--- config.mk ---
export PLATFORM = sky130hd
export DESIGN_NAME = dual_rate_timebase
export DESIGN_NICKNAME = d
export VERILOG_FILES = /design/src/rtl/dual_rate_timebase_pkg.sv /design/src/rtl/drt_period_counter.sv /design/src/rtl/drt_regfile.sv /design/src/rtl/drt_status.sv /design/src/rtl/dual_rate_timebase.sv
export SDC_FILE = /design/constraint.sdc
export NUM_CORES = 1
export LEC_CHECK = 0
export BUFFER_PORTS_ARGS = -buffer_cell sky130_fd_sc_hd__clkbuf_2
export CORE_MARGIN = 1.5
export CORE_UTILIZATION = 55
export DETAILED_ROUTE_END_ITERATION = 10
export PLACE_DENSITY_LB_ADDON = 0.1
export RECOVER_POWER = 25
export SETUP_SLACK_MARGIN = 0.3
export SLEW_MARGIN = 40
export SYNTH_ARGS = -nofsm -noshare
export SYNTH_HDL_FRONTEND = slang
export SYNTH_SLANG_ARGS = --single-unit
--- constraint.sdc ---
create_clock -name clk -period 5.6 [get_ports clk]
set_input_delay 0.28 -clock clk [delete_from_list [all_inputs] [get_ports clk]]
set_output_delay 0.28 -clock clk [all_outputs]
set_load 0.03 [all_outputs]
--- src/rtl/dual_rate_timebase_pkg.sv ---
// Package: shared widths, register addresses and status bit positions
// for the dual-rate interrupt timebase.
package dual_rate_timebase_pkg;
    localparam int DATA_W = 16;
    localparam int ADDR_W = 3;
    localparam int TIC_W  = 2 * DATA_W;

    typedef enum logic [ADDR_W-1:0] {
        REG_ACC_PERIOD = 3'd0,
        REG_TIC_HI     = 3'd1,
        REG_TIC_LO     = 3'd2,
        REG_STAT_A     = 3'd3,
        REG_STAT_B     = 3'd4
    } reg_addr_e;

    localparam int SA_READY  = 0;
    localparam int SB_TIC    = 0;
    localparam int SB_MISSED = 1;
endpackage

--- src/rtl/drt_period_counter.sv ---
// Module: drt_period_counter
// Repeating down-counter. It fires once every period_i cycles. The period
// is sampled only when the count reaches zero, so a new value never cuts
// short the interval already running. Values below 2 act as 2.
// Assumes RESET_PERIOD >= 2.
module drt_period_counter #(
    parameter int             W            = 16,
    parameter logic [W-1:0]   RESET_PERIOD = W'(2)
) (
    input  logic         clk,
    input  logic         rst_n,
    input  logic [W-1:0] period_i,
    output logic         fire_o,
    output logic         tick_o
);
    localparam logic [W-1:0] MIN_PERIOD = W'(2);

    logic [W-1:0] cnt_q;
    logic [W-1:0] eff_period;

    // Clamp the programmed period to the smallest supported interval.
    always_comb eff_period = (period_i < MIN_PERIOD) ? MIN_PERIOD : period_i;

    assign fire_o = (cnt_q == '0);

    // Count down; on reaching zero reload from the current period and strobe.
    always_ff @(posedge clk) begin
        if (!rst_n) begin
            cnt_q  <= RESET_PERIOD - W'(1);
            tick_o <= 1'b0;
        end else begin
            tick_o <= fire_o;
            cnt_q  <= fire_o ? (eff_period - W'(1)) : (cnt_q - W'(1));
        end
    end
endmodule

--- src/rtl/drt_regfile.sv ---
// Module: drt_regfile
// Period registers. The accumulation period is written directly. The TIC
// period is staged high-half first and committed whole on a low-half write.
// Assumes ACC_W <= DATA_W.
module drt_regfile
    import dual_rate_timebase_pkg::*;
#(
    parameter int                ACC_W     = 16,
    parameter logic [ACC_W-1:0]  ACC_RESET = ACC_W'(2),
    parameter logic [TIC_W-1:0]  TIC_RESET = TIC_W'(2)
) (
    input  logic              clk,
    input  logic              rst_n,
    input  logic              wr_en,
    input  logic [ADDR_W-1:0] addr,
    input  logic [DATA_W-1:0] wdata,
    output logic [ACC_W-1:0]  acc_period_o,
    output logic [TIC_W-1:0]  tic_period_o,
    output logic [DATA_W-1:0] tic_stage_o
);
    // Register writes; the committed TIC value changes only on a low-half write.
    always_ff @(posedge clk) begin
        if (!rst_n) begin
            acc_period_o <= ACC_RESET;
            tic_period_o <= TIC_RESET;
            tic_stage_o  <= TIC_RESET[TIC_W-1:DATA_W];
        end else if (wr_en) begin
            case (addr)
                REG_ACC_PERIOD: acc_period_o <= wdata[ACC_W-1:0];
                REG_TIC_HI:     tic_stage_o  <= wdata;
                REG_TIC_LO:     tic_period_o <= {tic_stage_o, wdata};
                default:        ;
            endcase
        end
    end
endmodule

--- src/rtl/drt_status.sv ---
// Module: drt_status
// Sticky status flags. An event beats a clearing read in the same cycle.
// The miss flag records an accumulation event that lands on unread data.
module drt_status
    import dual_rate_timebase_pkg::*;
(
    input  logic              clk,
    input  logic              rst_n,
    input  logic              acc_fire,
    input  logic              tic_fire,
    input  logic              rd_a,
    input  logic              rd_b,
    output logic [DATA_W-1:0] stat_a,
    output logic [DATA_W-1:0] stat_b,
    output logic              acc_flag,
    output logic              tic_flag
);
    logic missed_q;

    // Accumulation-ready flag: set by an event, cleared by a status A read.
    always_ff @(posedge clk) begin
        if (!rst_n)        acc_flag <= 1'b0;
        else if (acc_fire) acc_flag <= 1'b1;
        else if (rd_a)     acc_flag <= 1'b0;
    end

    // Missed flag: event on unread data; cleared by a status B read.
    always_ff @(posedge clk) begin
        if (!rst_n)                             missed_q <= 1'b0;
        else if (acc_fire && acc_flag && !rd_a) missed_q <= 1'b1;
        else if (rd_b)                          missed_q <= 1'b0;
    end

    // TIC flag: set by each TIC, cleared by a status B read.
    always_ff @(posedge clk) begin
        if (!rst_n)        tic_flag <= 1'b0;
        else if (tic_fire) tic_flag <= 1'b1;
        else if (rd_b)     tic_flag <= 1'b0;
    end

    // Pack the flags into the two status words.
    always_comb begin
        stat_a            = '0;
        stat_a[SA_READY]  = acc_flag;
        stat_b            = '0;
        stat_b[SB_TIC]    = tic_flag;
        stat_b[SB_MISSED] = missed_q;
    end
endmodule

--- src/rtl/dual_rate_timebase.sv ---
// Module: dual_rate_timebase (top)
// Two programmable periodic events with sticky status and interrupts of
// selectable sense. Register reads are registered, one cycle of latency.
// Assumes irq_active_low is static outside reset.
module dual_rate_timebase
    import dual_rate_timebase_pkg::*;
#(
    parameter int                ACC_W     = 16,
    parameter logic [ACC_W-1:0]  ACC_RESET = ACC_W'(20202),
    parameter logic [TIC_W-1:0]  TIC_RESET = TIC_W'(2000000)
) (
    input  logic              clk,
    input  logic              rst_n,
    input  logic              irq_active_low,
    input  logic              reg_wr_en,
    input  logic              reg_rd_en,
    input  logic [ADDR_W-1:0] reg_addr,
    input  logic [DATA_W-1:0] reg_wdata,
    output logic [DATA_W-1:0] reg_rdata,
    output logic              acc_irq,
    output logic              meas_irq,
    output logic              tic_pulse
);
    logic [ACC_W-1:0]  acc_period;
    logic [TIC_W-1:0]  tic_period;
    logic [DATA_W-1:0] tic_stage;
    logic              acc_fire, acc_tick, tic_fire;
    logic              rd_a, rd_b;
    logic [DATA_W-1:0] stat_a, stat_b;
    logic              acc_flag, tic_flag;

    assign rd_a = reg_rd_en && (reg_addr == REG_STAT_A);
    assign rd_b = reg_rd_en && (reg_addr == REG_STAT_B);

    drt_regfile #(
        .ACC_W(ACC_W), .ACC_RESET(ACC_RESET), .TIC_RESET(TIC_RESET)
    ) u_regs (
        .clk(clk), .rst_n(rst_n), .wr_en(reg_wr_en), .addr(reg_addr),
        .wdata(reg_wdata), .acc_period_o(acc_period),
        .tic_period_o(tic_period), .tic_stage_o(tic_stage)
    );

    drt_period_counter #(.W(ACC_W), .RESET_PERIOD(ACC_RESET)) u_acc_cnt (
        .clk(clk), .rst_n(rst_n), .period_i(acc_period),
        .fire_o(acc_fire), .tick_o(acc_tick)
    );

    drt_period_counter #(.W(TIC_W), .RESET_PERIOD(TIC_RESET)) u_tic_cnt (
        .clk(clk), .rst_n(rst_n), .period_i(tic_period),
        .fire_o(tic_fire), .tick_o(tic_pulse)
    );

    drt_status u_status (
        .clk(clk), .rst_n(rst_n), .acc_fire(acc_fire), .tic_fire(tic_fire),
        .rd_a(rd_a), .rd_b(rd_b), .stat_a(stat_a), .stat_b(stat_b),
        .acc_flag(acc_flag), .tic_flag(tic_flag)
    );

    // Apply the selected interrupt sense.
    assign acc_irq  = acc_flag ^ irq_active_low;
    assign meas_irq = tic_flag ^ irq_active_low;

    // Registered read mux; unmapped addresses return zero.
    always_ff @(posedge clk) begin
        if (!rst_n) begin
            reg_rdata <= '0;
        end else if (reg_rd_en) begin
            case (reg_addr)
                REG_ACC_PERIOD: reg_rdata <= DATA_W'(acc_period);
                REG_TIC_HI:     reg_rdata <= tic_stage;
                REG_TIC_LO:     reg_rdata <= tic_period[DATA_W-1:0];
                REG_STAT_A:     reg_rdata <= stat_a;
                REG_STAT_B:     reg_rdata <= stat_b;
                default:        reg_rdata <= '0;
            endcase
        end
    end

    // The registered accumulation strobe has no consumer at this level.
    logic unused_ok;
    assign unused_ok = acc_tick;
endmodule

; ---- Word level (Yosys, flattened, before mapping)
; Cells that the tools add are included.
; Widths: inputs -> output; s select.
[totals]
register_bits = 132
inputBits = 24
out_inout_bits = 19
elab_cells = 46
[classes]
n_addsub = 4
magnitude_cmp = 2
n_eq_ne = 4
n_mux = 10
n_bitwise = 2
n_reduce_logical = 14
[op_table]
columns = op, n
row1 = $pmux 16 s5, 1
row2 = $mux 32, 2
row3 = $sub 32x1->32 const B, 2
row4 = $logic_not 32->1, 1
row5 = $lt 32x2->1 const B, 1
row6 = $mux 16, 2
row7 = $sub 16x1->16 const B, 2
row8 = $logic_not 16->1, 1
row9 = $lt 16x2->1 const B, 1
row10 = $eq 3x2->1 const B, 2
row11 = $reduce_and 2->1, 3
row12 = $reduce_bool 2->1, 3
row13 = $mux 1, 5
row14 = $logic_and 1x1->1, 4
row15 = $eq 3x1->1 const B, 1
row16 = $eq 3x3->1 const B, 1
row17 = $logic_not 3->1, 1
row18 = $xor 1x1->1, 2
row19 = $logic_not 1->1, 1

; ---- Logic depth before layout (Yosys ltp)
[depth]
depth_word = 5
depth_mapped = 16
mapped_depth_nobuf = 13

; ---- Hierarchy
; Synthesis repeated with hierarchy kept, for this count alone.
[hier_totals]
cells_unflattened = 908
hier_area_um2 = 7747.4
[by_module_without_submodules]
columns = mod, instances, cells_each, area_per_inst_um2, seq_area_each_um2
row1 = drt_regfile, 1, 242, 2524.9, 1281.2
row2 = drt_period_counter (u_tic_cnt), 1, 309, 2313.5, 660.6
row3 = dual_rate_timebase, 1, 171, 1388.8, 320.3
row4 = drt_period_counter (u_acc_cnt), 1, 144, 1171.1, 340.3
row5 = drt_status, 1, 42, 349.1, 60.1

; ---- Worst setup path before layout
; OpenSTA, ideal clock, no wires.
[synth_timing]
path_type = register to register
startpoint = reg u_regs.tic_period_o[27]
endpoint = reg u_tic_cnt.cnt_q[26]
setup_ns = 0.115
arrival_time_ns = 4.278
path_slack_ns = 1.207
stages_incl_launch_ff = 14
n_path_buf = 1
path_cell_list = dfxtp_1 or4_4 or4_4 or4_2 a31oi_1 ha_1 or4b_1 clkbuf_1 or3_1 nor2_1 o211ai_1 or3_1 xor2_1 and2_1
[synth_via]
elab_chain_len = 4
[synth_rtl]
columns = item, line
row1 = start: declaration, drt_regfile.sv:18  ; output logic [TIC_W-1:0] tic_period_o,
row2 = start signal: assignment, drt_regfile.sv:31  ; REG_TIC_LO: tic_period_o <= {tic_stage_o, wdata};
row3 = $lt 32x2->1, drt_period_counter.sv:22  ; always_comb eff_period = (period_i < MIN_PERIOD) ? MIN_PERIOD : period_i;
row4 = $mux 32, drt_period_counter.sv:22
row5 = $sub 32x1->32, drt_period_counter.sv:33  ; cnt_q <= fire_o ? (eff_period - W'(1)) : (cnt_q - W'(1));
row6 = $mux 32, drt_period_counter.sv:33
row7 = end signal: assignment, drt_period_counter.sv:29  ; cnt_q <= RESET_PERIOD - W'(1);
row8 = end signal: assignment, drt_period_counter.sv:33
row9 = end: declaration, drt_period_counter.sv:18  ; logic [W-1:0] cnt_q;
; No other way between the ends.
; A chain may end at the register's enable or synchronous reset.

; ---- Worst setup path after layout
; Ends and elaborated chain as after synthesis.

==> results.json <==
{
  "layout_commonest_cell": "nand2_1",
  "critPathMaxStageDelay_ps": 610,
  "via_count": 6319,
  "dieArea_mm2": 0.01257,
  "cts_setup_buffers": 0,
  "io_buffers": 42,
  "coreArea_mm2": 0.01152,
  "wire_per_inst_um": 18.18,
  "ctsResizeCount": 0,
  "criticalPathCategory": "reg -> reg",
  "met1_length_mm": 8.294,
  "ys_ff_latch": 132,
  "layout_common_cells": "153 x nand2_1, 132 x dfxtp_1, 123 x a21oi_1",
  "peakVddDrop_v": 0.0002419,
  "finClkSkew_ps": 6.722,
  "path_buf_inv": 0,
  "yosys.area.top_type": "dfxtp_1",
  "synth_top_area_share_pct": 40.35,
  "outcome": "complete, but fails checks",
  "top_layer": "met4",
  "met3_wirelength_mm": 1.231,
  "slowest_stage": "or4b_1",
  "numCtsBuffers": 17,
  "drv_slew": 25,
  "setup-tns-final_ps": 0,
  "dp_hpwl_mm": 13.18,
  "setup_viol": 0,
  "synthCells": 868,
  "drtIter0Drc": 499,
  "crit_chain": "or4_4 -> or4_4 -> or4_2 -> a31oi_1 -> ha_1 -> or4b_1 -> or3_1 -> nor2_1 -> o211ai_1 -> or3_1 -> xor2_1 -> and2_1",
  "grt_pass1_vias": 5948,
  "cts_hold_buf": 0,
  "ys_types": 67,
  "avgSynthCellArea_um2": 7.545,
  "relSlewSlack_pct": -11.75,
  "min-delay-start": "reg_wdata[0]",
  "drv_cap": 1,
  "worst_slew_pin_slew_ps": 1676,
  "rr_startpoint": "u_regs.tic_period_o[27]$_SDFFE_PN0P_",
  "ys_warn_count": 0,
  "syn_area_mm2": 0.006549,
  "antenna_cells": 0,
  "dieWidth_um": 112.1,
  "ctsLongestPathBuffers": 2,
  "finalWirelength_mm": 18.87,
  "min_to": "u_regs.tic_stage_o[0]$_SDFFE_PN0P_",
  "vias_per_cell": 6.088,
  "nets": 910,
  "period_needed_ps": 4914,
  "cts.sinks": 132,
  "power.leakage_nw": 2.742,
  "crit_path_end_kind": "register",
  "cts_max_level": 4,
  "rsz0062_at_grt": "false",
  "synthTopCellsByArea": "dfxtp_1 40%, a21oi_1 9.4%, nand2_1 8.8%, nor2_1 6.3%, xor2_1 3.1%",
  "cts-root-buf": "clkbuf_16",
  "die_y_um": 112.1,
  "path_clk_slew_ps": 60,
  "critPathTopFamily": "simple AND/OR/NAND/NOR gates",
  "max_freq_mhz": 203.5,
  "crit_path_max_fanout": 9,
  "hold_depth": 3,
  "violations": "capacitance limit, slew limit",
  "power_density_mw_per_mm2": 301.7,
  "crit_arrival_ps": 5230,
  "grt_pass1_wl_mm": 30.77,
  "worst_hold_slack_ps": 113.6,
  "syn_to_final_growth_pct": 12.29,
  "fin_crit_sh_pct": 87.75,
  "reg2reg_depth": 12,
  "antenna_found_initial": 0,
  "grt_max_degree": 54,
  "yosysSeqAreaShare_pct": 40.35,
  "drcViolationCount": 0,
  "drive_gt1_share_pct": 9.274,
  "synth_edf_count": 0,
  "num_rows": 39,
  "met2_length_mm": 8.566,
  "reg2reg_slack_ps": 690,
  "gr-total-overflow": 0,
  "initial_core_util_pct": 56.87,
  "ant_nets": 0,
  "grt_use_total_pct": 31.21,
  "dr.pass1.iters": 6,
  "path_depth": 12,
  "finalHoldViolCount": 0,
  "io_pins": 43,
  "required_ps": 5910,
  "synth_nets": 894,
  "synthFlopType": "dfxtp_1",
  "min_path_type": "in -> reg",
  "async_reset_ff_share_pct": 0,
  "clock_latency_ps": 430,
  "r2r_end": "u_tic_cnt.cnt_q[26]$_SDFF_PN0_",
  "critPathLaunchType": "register",
  "cts_tree": "yes",
  "gp_congestion": 0.8817
}
==> stage by stage <==
| step | power (mW) | util [%] | instance area [um2] | std cells | setup slack (ps) |
|---|---|---|---|---|---|
| final | 2.219 | 63.85 | 7353 | 1038 | 685.9 |
| after global routing | 2.281 | 63.85 | 7353 | 1038 | 512.4 |
| after CTS | 2.221 | 64.14 | 7386 | 1038 | 724.9 |
| after detailed placement | 1.137 | 59.06 | 6802 | 1008 | 795.2 |
| after global placement | 1.134 | 58.94 | 6788 | 1008 | 858.1 |
| after floorplan | 1.087 | - | 6549 | 868 | 1207 |
==> state kept, by name, indices dropped and copies added, names as in the netlist, 16 cells and up <==
name	cells
u_regs.acc_period_o	16
u_tic_cnt.cnt_q	32
u_regs.tic_stage_o	16
u_regs.tic_period_o	32
u_acc_cnt.cnt_q	16
reg_rdata	16
==> metal layers <==
| metal | vias to the layer above | global-route usage (%) |
|---|---|---|
| met4 | 0 | 16.46 |
| li1 | 3090 | - |
| met5 | - | 0 |
| met2 | 225 | 48.02 |
| met3 | 46 | 7.073 |
| met1 | 2958 | 41.15 |
==> cell usage after synthesis (all sizes together) (2+ instances only) <==
library cell,number
o22ai,2
nand3,26
dfxtp,132
xnor2,5
nor4,29
nand2,153
nand2b,7
clkbuf,45
nand4,4
a21oi,124
a21o,3
a211oi,6
ha,2
or2,6
nor2,112
xor2,23
nor2b,3
or4,12
o21ai,28
and3,2
a211o,2
buf,5
a2111oi,2
o31ai,2
inv,13
or3,14
o211ai,8
a31oi,11
nor3,32
mux2i,19
nand3b,4
nor3b,4
and2,6
==> layout make-up <==
| cell class | count | area, um2 |
|---|---|---|
| timing repair buffer | 47 | 222.7 |
| clock inverter | 9 | 103.9 |
| inverter | 13 | 51.30 |
| multi-input combinational | 673 | 3674 |
| clock buffer | 21 | 480.5 |
| fill | 1049 | 4163 |
| sequential | 132 | 2643 |
| tap | 143 | 178.9 |
==> worst max path at each step <==
stage                                          from  slack, ps                        endpoint
5_1_grt        u_regs.tic_period_o[27]$_SDFFE_PN0P_        510  u_tic_cnt.cnt_q[26]$_SDFF_PN0_
3_3_place_gp   u_regs.tic_period_o[27]$_SDFFE_PN0P_        860  u_tic_cnt.cnt_q[26]$_SDFF_PN0_
4_1_cts        u_regs.tic_period_o[27]$_SDFFE_PN0P_        720  u_tic_cnt.cnt_q[26]$_SDFF_PN0_
2_1_floorplan  u_regs.tic_period_o[27]$_SDFFE_PN0P_       1210  u_tic_cnt.cnt_q[26]$_SDFF_PN0_
3_5_place_dp   u_regs.tic_period_o[27]$_SDFFE_PN0P_        800  u_tic_cnt.cnt_q[26]$_SDFF_PN0_
6_report       u_regs.tic_period_o[27]$_SDFFE_PN0P_        690  u_tic_cnt.cnt_q[26]$_SDFF_PN0_
==> logic make-up (layout without fill, tap and decap cells) <==
kind of cell,Yosys count,count (layout),share of synthesized area [%]
mux,19,19,2.904
flops,132,132,40.35
simple gates,421,421,30.49
fa+ha+maj,2,2,0.3821
buf+inv,63,90,3.764
compound gates,203,203,18.36
xor+xnor,28,28,3.745
==> power breakdown <==
part	internal (mW)	switching, mW	leakage (nW)
Sequential	0.959	0.0229	1.07
Clock	0.694	0.405	0.287
Combinational	0.0419	0.0965	1.39
Total	1.69	0.524	2.74
==> tightest hold or removal path, stage by stage <==
cell and delay (ps):
clkbuf_2 100, nand2_1 60, a21oi_1 50
Power figures use the tool's default switching activity.
